[config.mk]
export PLATFORM = sky130hd
export DESIGN_NAME = llist_dma_walker
export DESIGN_NICKNAME = d
export VERILOG_FILES = /design/src/rtl/llw_pkg.sv /design/src/rtl/llw_align_chk.sv /design/src/rtl/llw_desc_fetch.sv /design/src/rtl/llist_dma_walker.sv
export SDC_FILE = /design/constraint.sdc
export NUM_CORES = 1
export LEC_CHECK = 0
export CORE_MARGIN = 2
export CORE_UTILIZATION = 54
export DETAILED_ROUTE_END_ITERATION = 10
export HOLD_SLACK_MARGIN = 0.03
export PLACE_DENSITY = 0.8
export SETUP_SLACK_MARGIN = 0.02
export SLEW_MARGIN = 25
export SYNTH_ARGS = -nofsm -noshare
export SYNTH_HDL_FRONTEND = slang
export SYNTH_SLANG_ARGS = --single-unit
export TNS_END_PERCENT = 100
[constraint.sdc]
create_clock -name clk -period 3.2 [get_ports clk]
set_clock_uncertainty 0.2 [all_clocks]
set_input_delay 0.8 -clock clk [delete_from_list [all_inputs] [get_ports clk]]
set_output_delay 0.8 -clock clk [all_outputs]
set_load 0.05 [all_outputs]
[src/rtl/llw_pkg.sv]
package llw_pkg;
    typedef enum logic [2:0] {
        S_IDLE,
        S_CHECK,
        S_STREAM,
        S_FETCH,
        S_DONE,
        S_ERR
    } walk_state_t;

    localparam logic [2:0] RA_CTRL  = 3'd0;
    localparam logic [2:0] RA_LBASE = 3'd1;
    localparam logic [2:0] RA_LINK  = 3'd2;
    localparam logic [2:0] RA_BADDR = 3'd3;
    localparam logic [2:0] RA_BLEN  = 3'd4;

    localparam int LNK_CONT_BIT = 31;
    localparam int LNK_ULEN_BIT = 30;
    localparam int LNK_OFF_W    = 16;
endpackage

[src/rtl/llw_align_chk.sv]
module llw_align_chk #(
    parameter int BURST_LSB = 4
) (
    input  logic [1:0]           addr_lo,
    input  logic [BURST_LSB-1:0] len_lo,
    input  logic                 is_last,
    output logic                 bad
);
    logic addr_bad;
    logic len_bad;

    assign addr_bad = (addr_lo != 2'b00);
    assign len_bad  = !is_last && (len_lo != '0);
    assign bad      = addr_bad || len_bad;
endmodule

[src/rtl/llw_desc_fetch.sv]
module llw_desc_fetch #(
    parameter int AW = 32,
    parameter int DW = 32
) (
    input  logic               clk,
    input  logic               rst_n,
    input  logic               start,
    input  logic [AW-1:0]      desc_addr,
    output logic               mem_req,
    output logic [AW-1:0]      mem_addr,
    input  logic               mem_rvalid,
    input  logic [DW-1:0]      mem_rdata,
    output logic [2:0][DW-1:0] words,
    output logic               fin
);
    logic          busy;
    logic          waiting;
    logic [1:0]    idx;
    logic [AW-1:0] base_q;

    assign mem_req  = busy && !waiting;
    assign mem_addr = base_q + AW'({idx, 2'b00});

    always_ff @(posedge clk or negedge rst_n) begin
        if (!rst_n) begin
            busy    <= 1'b0;
            waiting <= 1'b0;
            idx     <= '0;
            base_q  <= '0;
            words   <= '0;
            fin     <= 1'b0;
        end else begin
            fin <= 1'b0;
            if (start && !busy) begin
                busy    <= 1'b1;
                waiting <= 1'b0;
                idx     <= '0;
                base_q  <= desc_addr;
            end else if (mem_req) begin
                waiting <= 1'b1;
            end else if (waiting && mem_rvalid) begin
                waiting <= 1'b0;
                unique case (idx)
                    2'd0:    words[0] <= mem_rdata;
                    2'd1:    words[1] <= mem_rdata;
                    default: words[2] <= mem_rdata;
                endcase
                if (idx == 2'd2) begin
                    busy <= 1'b0;
                    fin  <= 1'b1;
                end else begin
                    idx <= idx + 2'd1;
                end
            end
        end
    end
endmodule

[src/rtl/llist_dma_walker.sv]
module llist_dma_walker #(
    parameter int AW          = 32,
    parameter int BURST_BYTES = 16
) (
    input  logic          clk,
    input  logic          rst_n,
    input  logic          reg_wr_en,
    input  logic [2:0]    reg_addr,
    input  logic [31:0]   reg_wdata,
    output logic          mem_req,
    output logic [AW-1:0] mem_addr,
    input  logic          mem_rvalid,
    input  logic [31:0]   mem_rdata,
    output logic          buf_valid,
    output logic [AW-1:0] buf_addr,
    output logic [31:0]   buf_len,
    output logic          buf_last,
    input  logic          buf_done,
    output logic          done,
    output logic          err
);
    import llw_pkg::*;

    localparam int BURST_LSB = $clog2(BURST_BYTES);

    walk_state_t state, state_nx;

    logic          ll_mode;
    logic          stop_req;
    logic [AW-1:0] lbase_q;
    logic [31:0]   link_q;
    logic [AW-1:0] addr_q;
    logic [31:0]   len_q;

    logic             is_last;
    logic             bad;
    logic             start_req;
    logic             stop_wr;
    logic             fetch_start;
    logic             fetch_fin;
    logic [2:0][31:0] fetch_words;
    logic [AW-1:0]    next_desc;
    logic             unused_bits;

    assign is_last     = !ll_mode || !link_q[LNK_CONT_BIT];
    assign start_req   = reg_wr_en && (reg_addr == RA_CTRL) && reg_wdata[0] && (state == S_IDLE);
    assign stop_wr     = reg_wr_en && (reg_addr == RA_CTRL) && !reg_wdata[0] && (state != S_IDLE);
    assign fetch_start = (state == S_STREAM) && buf_done && !is_last && !stop_req;
    assign next_desc   = lbase_q + AW'(link_q[LNK_OFF_W-1:0]);
    assign unused_bits = ^{link_q[29:LNK_OFF_W], reg_wdata[31:2]};

    llw_align_chk #(.BURST_LSB(BURST_LSB)) u_chk_align (
        .addr_lo (addr_q[1:0]),
        .len_lo  (len_q[BURST_LSB-1:0]),
        .is_last (is_last),
        .bad     (bad)
    );

    llw_desc_fetch #(.AW(AW), .DW(32)) u_fetch (
        .clk        (clk),
        .rst_n      (rst_n),
        .start      (fetch_start),
        .desc_addr  (next_desc),
        .mem_req    (mem_req),
        .mem_addr   (mem_addr),
        .mem_rvalid (mem_rvalid),
        .mem_rdata  (mem_rdata),
        .words      (fetch_words),
        .fin        (fetch_fin)
    );

    // state register
    always_ff @(posedge clk or negedge rst_n) begin
        if (!rst_n) state <= S_IDLE;
        else        state <= state_nx;
    end

    // transitions
    always_comb begin
        state_nx = state;
        unique case (state)
            S_IDLE:   if (start_req) state_nx = S_CHECK;
            S_CHECK:  state_nx = bad ? S_ERR : S_STREAM;
            S_STREAM: if (buf_done) state_nx = (is_last || stop_req) ? S_DONE : S_FETCH;
            S_FETCH:  if (fetch_fin) state_nx = S_CHECK;
            S_DONE:   state_nx = S_IDLE;
            S_ERR:    state_nx = S_IDLE;
            default:  state_nx = S_IDLE;
        endcase
    end

    // outputs
    always_comb begin
        buf_valid = (state == S_STREAM);
        buf_addr  = addr_q;
        buf_len   = len_q;
        buf_last  = (state == S_STREAM) && is_last;
        done      = (state == S_DONE);
        err       = (state == S_ERR);
    end

    // descriptor registers
    always_ff @(posedge clk or negedge rst_n) begin
        if (!rst_n) begin
            ll_mode  <= 1'b0;
            stop_req <= 1'b0;
            lbase_q  <= '0;
            link_q   <= '0;
            addr_q   <= '0;
            len_q    <= '0;
        end else begin
            if (state == S_IDLE) stop_req <= 1'b0;
            else if (stop_wr)    stop_req <= 1'b1;
            if (start_req) ll_mode <= reg_wdata[1];
            if (reg_wr_en && state == S_IDLE) begin
                unique case (reg_addr)
                    RA_LBASE: lbase_q <= AW'(reg_wdata);
                    RA_LINK:  link_q  <= reg_wdata;
                    RA_BADDR: addr_q  <= AW'(reg_wdata);
                    RA_BLEN:  len_q   <= reg_wdata;
                    default:  ;
                endcase
            end
            if (fetch_fin) begin
                link_q <= fetch_words[0];
                addr_q <= AW'(fetch_words[1]);
                if (fetch_words[0][LNK_ULEN_BIT]) len_q <= fetch_words[2];
            end
        end
    end
endmodule

==> reports/results.tsv, run 1 <==
metric	value	unit
multi-input gate area in the final layout	5520	sq um
DRC marker count from the first detailed-route iteration	469	
reg-to-reg critical path endpoint	u_fetch.base_q[26]$_DFFE_PN0N_	
Clock Root Buffer	sky130_fd_sc_hd__clkbuf_16	
arrival time at the worst endpoint	2.57	ns
unrepaired setup endpoints after global routing	yes	
CORE AREA	20400	sq um
Non-Filler Instances	1477	
Avg Inst Size Synth	11.2	sq um
class of the most critical hold timing path	reg -> reg	
wire length of the first global-routing pass	43500	um
maximum clock frequency	0.280	GHz
final critical-path share of the clock period	1.12	
top cell type's share of synthesized area	0.524	
worst-case reg-to-reg path depth	9	
number of flops mapped to enable cells by yosys	0	
count of endpoints failing setup in the final report	21	
overflow left after global routing	0	
CTS tree	done	
cell area after synthesis	11300	sq um
area enclosed by the die boundary	22100	sq um
cell types with the largest area share after synthesis	sky130_fd_sc_hd__dfrtp_1 52%, sky130_fd_sc_hd__mux2_2 11%, sky130_fd_sc_hd__mux2i_1 7.2%	
total routing resource utilization after global routing	0.246	
hpwl dp	18500	um
maximum number of pins on one net before global-route repair	88	
headroom to the max-slew limit	0.440	
# diodes	0	
count of buffers from port buffering	172	
final hold violations	0	
most common cell in the synthesized netlist	sky130_fd_sc_hd__dfrtp_1	
DRT Wirelength	27000	um
Setup TNS	-4.07	ns
pin slew with the least headroom to its limit	0.840	ns
number of library cell types mapped by synthesis	52	
total clock buffers created by CTS	24	
nature of the critical path endpoint	output pin	
number of vias per cell after detailed routing	5.56	
height of the chip	149	um
end point of the critical path	mem_addr[29]	
count of mapped cells out of synthesis	1011	
number of antenna violations at the first check in global routing	0	
register area share after synthesis	0.524	
max-cap viol count	0	
layout filler cell count	1399	
width of the chip	149	um
routed length per instance	18.3	um
setup slack on the worst flop-to-flop path	0.37	ns
pre-CTS WS	-0.00441	ns
count of yosys warnings during synthesis	0	
Worst Path Class, Setup	reg -> out	
Worst Setup Start Kind	flip-flop	
final slew viol count	0	
CTS H-tree depth	1	
total leakage power	6.80	nW
number of detailed-routing iterations run before antenna repair	5	
residual antenna-violating net count after detailed routing	0	
maximum resistive drop on vdd	679	uV
final core utilization	0.730	
share of synthesized flip-flops with an asynchronous set or reset	1.00	
Inst Count DP	1427	
number of design rule violations left after detail routing	0	
Tmin final	3.57	ns
outcome	complete, but fails checks	
number of top-level pins	173	
Starting Density	0.555	
failing checks	negative setup slack	
worst hold-check slack	0.275	ns
clock sink count	237	
Yosys reg bits	237	
post-route setup slack	-0.372	ns
total placed instance area	13800	sq um
highest net fanout along the worst path	4	
number of rows created at floorplan	52	
cell types with the highest counts after synthesis	237 x sky130_fd_sc_hd__dfrtp_1, 158 x sky130_fd_sc_hd__nand2_1, 115 x sky130_fd_sc_hd__o21ai_0	
clock insertion delay at the later pin of the skew report	0.51	ns
share of post-route cells with drive strength above 1	0.221	
layout overhead on the synthesized area	31.5	%
number of global-route vias before repair	8135	
Worst EP required	2.20	ns
Power, Total	15.6	mW
Max Root-Sink Buffers	3	
sequential cell area	5930	sq um
first element of the critical path	u_fetch.base_q[6]$_DFFE_PN0N_	
Non-Filler Cell Area, Final	14900	sq um
most used flip-flop cell after synthesis	sky130_fd_sc_hd__dfrtp_1	
clock-pin slew on the worst setup and hold paths	0.06	ns
Cell Pwr Density	1050	nW/um^2
startpoint of the worst-slack reg-to-reg timing path	lbase_q[0]$_DFFE_PN0P_	
gpl congestion	0.842	
detailed-route via count	8216	
net count after synthesis	1106	
layout net count	1288	
library cell occupying the most area in the post-synthesis netlist	sky130_fd_sc_hd__dfrtp_1	
final cells by class:
class,count,area share
flip-flops and latches,237,0.399
multi-input cells,720,0.371
repair buffers,203,0.157
clock buffers,33,0.0454
well taps,270,0.0227
clock inverters,7,0.00278
inverters,7,0.00177
worst max-delay path, stage by stage, from the launching register on:
cell	delay, ns
sky130_fd_sc_hd__dfrtp_1	0.45
sky130_fd_sc_hd__nand3_1	0.21
sky130_fd_sc_hd__nor3_2	0.31
sky130_fd_sc_hd__and3_4	0.24
sky130_fd_sc_hd__and4_4	0.23
sky130_fd_sc_hd__nand4_1	0.21
sky130_fd_sc_hd__xnor2_4	0.25
sky130_fd_sc_hd__buf_12	0.16
logic make-up after synthesis:
group | after synthesis | share of synthesized area
XOR/XNOR | 57 | 0.0441
AO/OA/AOI/OAI | 167 | 0.0847
multiplexers | 195 | 0.185
flip-flops | 237 | 0.524
buffers and inverters | 54 | 0.0223
AND/OR/NAND/NOR | 278 | 0.112
adder cells (fa/ha/maj) | 23 | 0.0268
registers in the layout, indices dropped and copies added (netlist names), 2 cells and up:
register        flops
state               3
lbase_q            32
u_fetch.base_q     32
buf_addr           32
link_q             17
buf_len            32
u_fetch.idx         2
u_fetch.words      82
routing by layer:
layer / global-route usage / vias to the layer above / part of all wire
met5: 0 / - / 0
met4: 0.0624 / 0 / 0.020
met3: 0.0316 / 41 / 0.053
met2: 0.403 / 235 / 0.48
met1: 0.352 / 4069 / 0.45
li1: - / 3871 / -
power breakdown:
part / internal (mW) / total (mW) / leakage [nW] / switching [mW]
logic: 3.21 / 7.58 / 3.55 / 4.37
registers: 4.43 / 5.48 / 2.90 / 1.06
clock network: 1.47 / 2.59 / 0.353 / 1.12
total: 9.10 / 15.6 / 6.80 / 6.55
cells in the final DEF, fill, tap and decap left out, types with 25 or more instances in the layout:
cell	Yosys	layout
sky130_fd_sc_hd__nand2_1	158	152
sky130_fd_sc_hd__o21ai_0	115	115
sky130_fd_sc_hd__mux2_2	109	109
sky130_fd_sc_hd__clkbuf_16	0	25
sky130_fd_sc_hd__buf_12	0	34
sky130_fd_sc_hd__mux2i_1	81	81
sky130_fd_sc_hd__clkdlybuf4s50_1	0	139
sky130_fd_sc_hd__nor2_1	35	31
sky130_fd_sc_hd__dfrtp_1	237	234
worst min path at each step:
stage | start | to | slack, ns | cells after the start
after global routing | u_fetch.words[92]$_DFFE_PN0P_ | buf_len[28]$_DFF_PN0_ | 0.30 | 2
after global placement | u_fetch.words[73]$_DFFE_PN0P_ | buf_len[9]$_DFF_PN0_ | 0.25 | 2
after floorplan | u_fetch.words[64]$_DFFE_PN0P_ | buf_len[0]$_DFF_PN0_ | 0.24 | 2
final | u_fetch.words[86]$_DFFE_PN0P_ | buf_len[22]$_DFF_PN0_ | 0.28 | 2
after CTS | u_fetch.words[91]$_DFFE_PN0P_ | buf_len[27]$_DFF_PN0_ | 0.27 | 2
after detailed placement | u_fetch.words[86]$_DFFE_PN0P_ | buf_len[22]$_DFF_PN0_ | 0.26 | 2
repair_timing:
| item | in CTS | in global routing |
|---|---|---|
| setup endpoints to repair | 23 | 25 |
| hold buffers | 1 | 0 |
| endpoints found under the hold margin | 8 | 0 |
| pin swaps | 7 | 7 |
| gates resized for setup | 27 | 25 |
| setup buffers | 6 | 4 |
Power figures use the tool's default switching activity.
==> inputs of run 2 (changes only) <==
Settings changed: SKIP_CTS_REPAIR_TIMING set to 1.
==> run 2 against run 1 <==
Maximum frequency shrank 0.28%. Flip-flop and latch count stayed put. Largest power group unchanged. Hold slack worse by 0.27 ns. Clock power about the same. Highest routed layer unchanged. Via count about the same. The run still ends with negative setup slack left. Routed wire length is 1.2% lower. Non-clock buffer count decreased by 3. Register-to-register slack is essentially flat. Critical path type unchanged. Global-route usage decreased by 0.44 points.
==> reports/results.tsv, run 2 (same netlist as run 1, synthesis figures left out) <==
metric	value	unit	change
wire length of the first global-routing pass	42800	um	-1.7%
headroom to the max-slew limit	0.438		-0.00181
layout overhead on the synthesized area	30.4	%	
width of the chip	149	um	unchanged
maximum resistive drop on vdd	678	uV	about the same
Setup TNS	-3.78	ns	+0.285 ns
final slew viol count	0		unchanged
height of the chip	149	um	unchanged
Clock Root Buffer	sky130_fd_sc_hd__clkbuf_16		
Inst Count DP	1427		unchanged
# diodes	0		unchanged
Worst EP required	2.20	ns	about the same
Tmin final	3.58	ns	+0.0100 ns
Cell Pwr Density	1060	nW/um^2	+0.50%
maximum number of pins on one net before global-route repair	88		unchanged
startpoint of the worst-slack reg-to-reg timing path	lbase_q[0]$_DFFE_PN0P_		
layout net count	1285		-0.23%
max reg flops	82		unchanged
most used cells in the layout excluding fill and tap cells	236 x sky130_fd_sc_hd__dfrtp_1, 153 x sky130_fd_sc_hd__nand2_1, 139 x sky130_fd_sc_hd__clkdlybuf4s50_1		
number of rows created at floorplan	52		unchanged
CORE AREA	20400	sq um	unchanged
Worst Path Class, Setup	reg -> out		
failing checks	negative setup slack		
hpwl dp	18500	um	unchanged
DRT Wirelength	26700	um	-1.2%
overflow left after global routing	0		unchanged
Starting Density	0.555		unchanged
number of design rule violations left after detail routing	0		unchanged
number of global-route vias before repair	8007		-1.6%
nature of the critical path endpoint	output pin		
share of post-route cells with drive strength above 1	0.213		-0.00859
clock-pin slew on the worst setup and hold paths	0.06	ns	about the same
DRC marker count from the first detailed-route iteration	415		-12%
area enclosed by the die boundary	22100	sq um	unchanged
number of detailed-routing iterations run before antenna repair	5		unchanged
total clock buffers created by CTS	24		unchanged
CTS tree	done		
layout filler cell count	1408		+0.64%
count of buffers from port buffering	172		unchanged
routed length per instance	18.1	um	-1.0%
Worst Setup Start Kind	flip-flop		
setup slack on the worst flop-to-flop path	0.37	ns	about the same
CTS H-tree depth	1		unchanged
Non-Filler Instances	1474		-0.20%
clock insertion delay at the later pin of the skew report	0.51	ns	about the same
total leakage power	6.77	nW	-0.48%
pin slew with the least headroom to its limit	0.842	ns	+0.00271 ns
gpl congestion	0.842		unchanged
final core utilization	0.724		-0.00614
count of endpoints failing setup in the final report	16		-24%
worst-case reg-to-reg path depth	9		unchanged
largest register by flop count	u_fetch.words		
post-route setup slack	-0.382	ns	-0.0100 ns
reg-to-reg critical path endpoint	u_fetch.base_q[26]$_DFFE_PN0N_		
number of antenna violations at the first check in global routing	0		unchanged
unrepaired setup endpoints after global routing	yes		
total routing resource utilization after global routing	0.242		-0.00442
residual antenna-violating net count after detailed routing	0		unchanged
final hold violations	0		unchanged
max-cap viol count	0		unchanged
number of top-level pins	173		unchanged
maximum clock frequency	0.279	GHz	-0.28%
detailed-route via count	8208		-0.097%
Max Root-Sink Buffers	3		unchanged
class of the most critical hold timing path	in -> async		
final critical-path share of the clock period	1.12		+0.00313
number of vias per cell after detailed routing	5.57		+0.11%
outcome	complete, but fails checks		
most common library cell in the layout ignoring fill and taps	sky130_fd_sc_hd__dfrtp_1		
highest net fanout along the worst path	3		-1
worst hold-check slack	0.00725	ns	-0.268 ns
arrival time at the worst endpoint	2.58	ns	about the same
clock sink count	237		unchanged
==> run 2: changes by cell type in the layout (fill, tap and decap cells not counted), sizes merged <==
cell          before  now
buf               60   57
clkbuf            33   34
dlygate4sd2        2    0
dlygate4sd3        1    0
dlymetal6s2s       1    3
==> run 2: layout make-up <==
class / instances / area (sq um) / share of cell area
flip-flops and latches: 237 / 5930 / 0.402
multi-input cells: 720 / 5420 / 0.368
well taps: 270 / 338 / 0.0229
repair buffers: 200 / 2310 / 0.157
clock inverters: 7 / 41.3 / 0.00280
clock buffers: 33 / 676 / 0.0458
inverters: 7 / 26.3 / 0.00178
==> run 2: worst max path at each step <==
stage,from,endpoint
after floorplan,u_fetch.idx[0]$_DFFE_PN0P_,mem_addr[26]
after global placement,u_fetch.base_q[2]$_DFFE_PN0N_,mem_addr[26]
after detailed placement,u_fetch.idx[0]$_DFFE_PN0P_,mem_addr[26]
after CTS,u_fetch.idx[0]$_DFFE_PN0P_,mem_addr[26]
after global routing,u_fetch.idx[1]$_DFFE_PN0P_,mem_addr[29]
final,u_fetch.idx[1]$_DFFE_PN0P_,mem_addr[29]
==> run 2: routing by layer <==
| layer | global-route usage | vias to the layer above | wire length, um |
|---|---|---|---|
| met1 | 0.348 | 4073 | 12200 |
| met5 | 0 | - | 0 |
| li1 | - | 3876 | - |
| met4 | 0.0610 | 0 | 508 |
| met2 | 0.394 | 220 | 12700 |
| met3 | 0.0310 | 39 | 1290 |
==> run 2: worst max-delay path: stages (launching register included) <==
cell	delay, ns
sky130_fd_sc_hd__dfrtp_1	0.40
sky130_fd_sc_hd__ha_1	0.31
sky130_fd_sc_hd__a21oi_2	0.07
sky130_fd_sc_hd__nor3_1	0.13
sky130_fd_sc_hd__buf_4	0.15
sky130_fd_sc_hd__and3_4	0.18
sky130_fd_sc_hd__and4_4	0.23
sky130_fd_sc_hd__nand4_1	0.21
sky130_fd_sc_hd__xnor2_4	0.24
sky130_fd_sc_hd__buf_12	0.15
==> run 2: metrics by stage <==
step / cell area, sq um / total power [mW] / setup WS, ns
global route: 14700 / 16.5 / -0.498
CTS: 14500 / 15.6 / -0.550
detailed placement: 13800 / 13.0 / -0.00441
global placement: 13800 / 12.7 / 0.0522
floorplan: 11500 / 10.4 / -0.111
finish: 14700 / 15.6 / -0.382
==> run 2: where the power goes <==
| part | switching, mW | internal, mW | total [mW] |
|---|---|---|---|
| logic | 4.36 | 3.18 | 7.55 |
| registers | 1.04 | 4.42 | 5.46 |
| clock network | 1.12 | 1.47 | 2.59 |
| total | 6.52 | 9.08 | 15.6 |
==> inputs of run 3 (changes only) <==
Settings changed: RECOVER_POWER set to 50.
==> run 3 against run 2 <==
Largest cell class unchanged. Routed wire length is 0.10% higher. Combinational power hardly changed. Cell count stayed put. Sequential power hardly changed. The run still ends with negative setup slack left. Die area stayed put. First-iteration DRC count is 0.48% lower.
==> reports/results.tsv, run 3 (same netlist as run 1, synthesis figures left out) <==
metric	value	unit	change
area enclosed by the die boundary	22100	sq um	unchanged
overflow left after global routing	0		unchanged
height of the chip	149	um	unchanged
largest register by flop count	u_fetch.words		
CTS H-tree depth	1		unchanged
Worst Setup Start Kind	flip-flop		
highest net fanout along the worst path	3		unchanged
Starting Density	0.555		unchanged
CORE AREA	20400	sq um	unchanged
outcome	complete, but fails checks		
Setup TNS	-3.76	ns	+0.0205 ns
maximum clock frequency	0.279	GHz	about the same
total routing resource utilization after global routing	0.242		unchanged
share of post-route cells with drive strength above 1	0.208		-0.00415
clock insertion delay at the later pin of the skew report	0.51	ns	about the same
Max Root-Sink Buffers	3		unchanged
final slew viol count	0		unchanged
post-route setup slack	-0.380	ns	+0.00138 ns
most common library cell in the layout ignoring fill and taps	sky130_fd_sc_hd__dfrtp_1		
global-route met3 utilization	0.0310		unchanged
Cell Pwr Density	1060	nW/um^2	+0.63%
maximum resistive drop on vdd	679	uV	+0.15%
residual antenna-violating net count after detailed routing	0		unchanged
gpl congestion	0.842		unchanged
maximum number of pins on one net before global-route repair	88		unchanged
number of rows created at floorplan	52		unchanged
met2 Use GR	0.394		unchanged
width of the chip	149	um	unchanged
count of buffers from port buffering	172		unchanged
number of antenna violations at the first check in global routing	0		unchanged
routed length per instance	18.1	um	+0.10%
arrival time at the worst endpoint	2.58	ns	about the same
hpwl dp	18500	um	unchanged
max reg flops	82		unchanged
DRT Wirelength	26700	um	+0.10%
headroom to the max-slew limit	0.0176		-0.421
total clock buffers created by CTS	24		unchanged
clock-pin slew on the worst setup and hold paths	0.06	ns	about the same
max-cap viol count	0		unchanged
count of endpoints failing setup in the final report	16		unchanged
final critical-path share of the clock period	1.12		about the same
Worst EP required	2.20	ns	about the same
met1 track utilization from global routing	0.348		unchanged
number of detailed-routing iterations run before antenna repair	6		+1
final hold violations	0		unchanged
Non-Filler Cell Area, Final	14600	sq um	-0.76%
Worst Path Class, Setup	reg -> out		
DRC marker count from the first detailed-route iteration	413		-0.48%
pin slew with the least headroom to its limit	1.47	ns	+0.631 ns
layout net count	1285		unchanged
total leakage power	6.72	nW	-0.70%
number of vias per cell after detailed routing	5.57		about the same
most used cells in the layout excluding fill and tap cells	236 x sky130_fd_sc_hd__dfrtp_1, 153 x sky130_fd_sc_hd__nand2_1, 136 x sky130_fd_sc_hd__clkdlybuf4s50_1		
detailed-route via count	8215		+0.085%
number of design rule violations left after detail routing	0		unchanged
busiest layer in global routing	met2		
wire length of the first global-routing pass	42800	um	unchanged
pre-CTS WS	-0.00441	ns	unchanged
clock sink count	237		unchanged
number of top-level pins	173		unchanged
class of the most critical hold timing path	reg -> reg		
Clock Root Buffer	sky130_fd_sc_hd__clkbuf_16		
Tmin final	3.58	ns	-0.00138 ns
failing checks	negative setup slack		
number of global-route vias before repair	8007		unchanged
unrepaired setup endpoints after global routing	yes		
layout overhead on the synthesized area	29.4	%	
CTS tree	done		
# diodes	0		unchanged
total placed instance area	13800	sq um	unchanged
nature of the critical path endpoint	output pin		
==> run 3: cell types whose count changed in the layout (fill, tap and decap cells not counted), moves of 3 or more <==
cell | before | now
sky130_fd_sc_hd__clkdlybuf4s50_1 | 139 | 136
sky130_fd_sc_hd__dlygate4sd3_1 | 0 | 3
sky130_fd_sc_hd__clkbuf_2 | 0 | 5
sky130_fd_sc_hd__clkbuf_1 | 6 | 9
sky130_fd_sc_hd__buf_4 | 20 | 17
sky130_fd_sc_hd__buf_12 | 33 | 27
==> run 3: final cells by class <==
class                           instances  area [sq um]
Sequential cell                       237          5930
Tap cell                              270           338
Multi-Input combinational cell        720          5420
Fill cell                            1422          5730
Timing Repair Buffer                  200          2210
Clock buffer                           33           676
Clock inverter                          7          41.3
Inverter                                7          26.3
==> run 3: worst max-delay path, cell delays in order (launching register included) <==
cell,delay [ns]
sky130_fd_sc_hd__dfrtp_1,0.40
sky130_fd_sc_hd__ha_1,0.31
sky130_fd_sc_hd__a21oi_2,0.07
sky130_fd_sc_hd__nor3_1,0.13
sky130_fd_sc_hd__buf_4,0.15
sky130_fd_sc_hd__and3_4,0.18
sky130_fd_sc_hd__and4_4,0.23
sky130_fd_sc_hd__nand4_1,0.21
sky130_fd_sc_hd__xnor2_4,0.24
sky130_fd_sc_hd__buf_12,0.15
==> run 3: final timing paths <==
kind	startpoint	endpoint	slack, ns	cells past startpoint
max	u_fetch.idx[1]$_DFFE_PN0P_	mem_addr[29]	-0.38	9
min	u_fetch.words[69]$_DFFE_PN0P_	buf_len[5]$_DFF_PN0_	0.27	2
max reg2reg	state[1]$_DFFE_PN0P_	buf_addr[23]$_DFFE_PN0P_	0.32	6
min reg2reg	u_fetch.words[69]$_DFFE_PN0P_	buf_len[5]$_DFF_PN0_	0.27	2
max in group asynchronous	rst_n	u_fetch.words[56]$_DFFE_PN0P_	0.40	2
min in group asynchronous	rst_n	u_fetch.words[67]$_DFFE_PN0P_	0.43	1
==> run 3: metrics by stage <==
step,util,hold slack (ns),power (mW),cells
3_3_place_gp,0.678,0.253,12.7,1427
4_1_cts,0.713,0.0207,15.6,1467
5_1_grt,0.719,0.298,16.5,1474
2_1_floorplan,-,0.244,10.4,1011
3_5_place_dp,0.678,0.260,13.0,1427
6_report,0.719,0.274,15.6,1474
==> run 3: where the power goes <==
part	internal (mW)	total, mW	switching, mW
clock	1.47	2.59	1.12
combinational	3.17	7.52	4.36
sequential	4.42	5.46	1.04
total	9.06	15.6	6.51
==> run 3: layer usage <==
| metal | share of wire | up-vias |
|---|---|---|
| met5 | 0 | - |
| met1 | 0.45 | 4078 |
| li1 | - | 3880 |
| met2 | 0.48 | 220 |
| met3 | 0.048 | 37 |
| met4 | 0.019 | 0 |
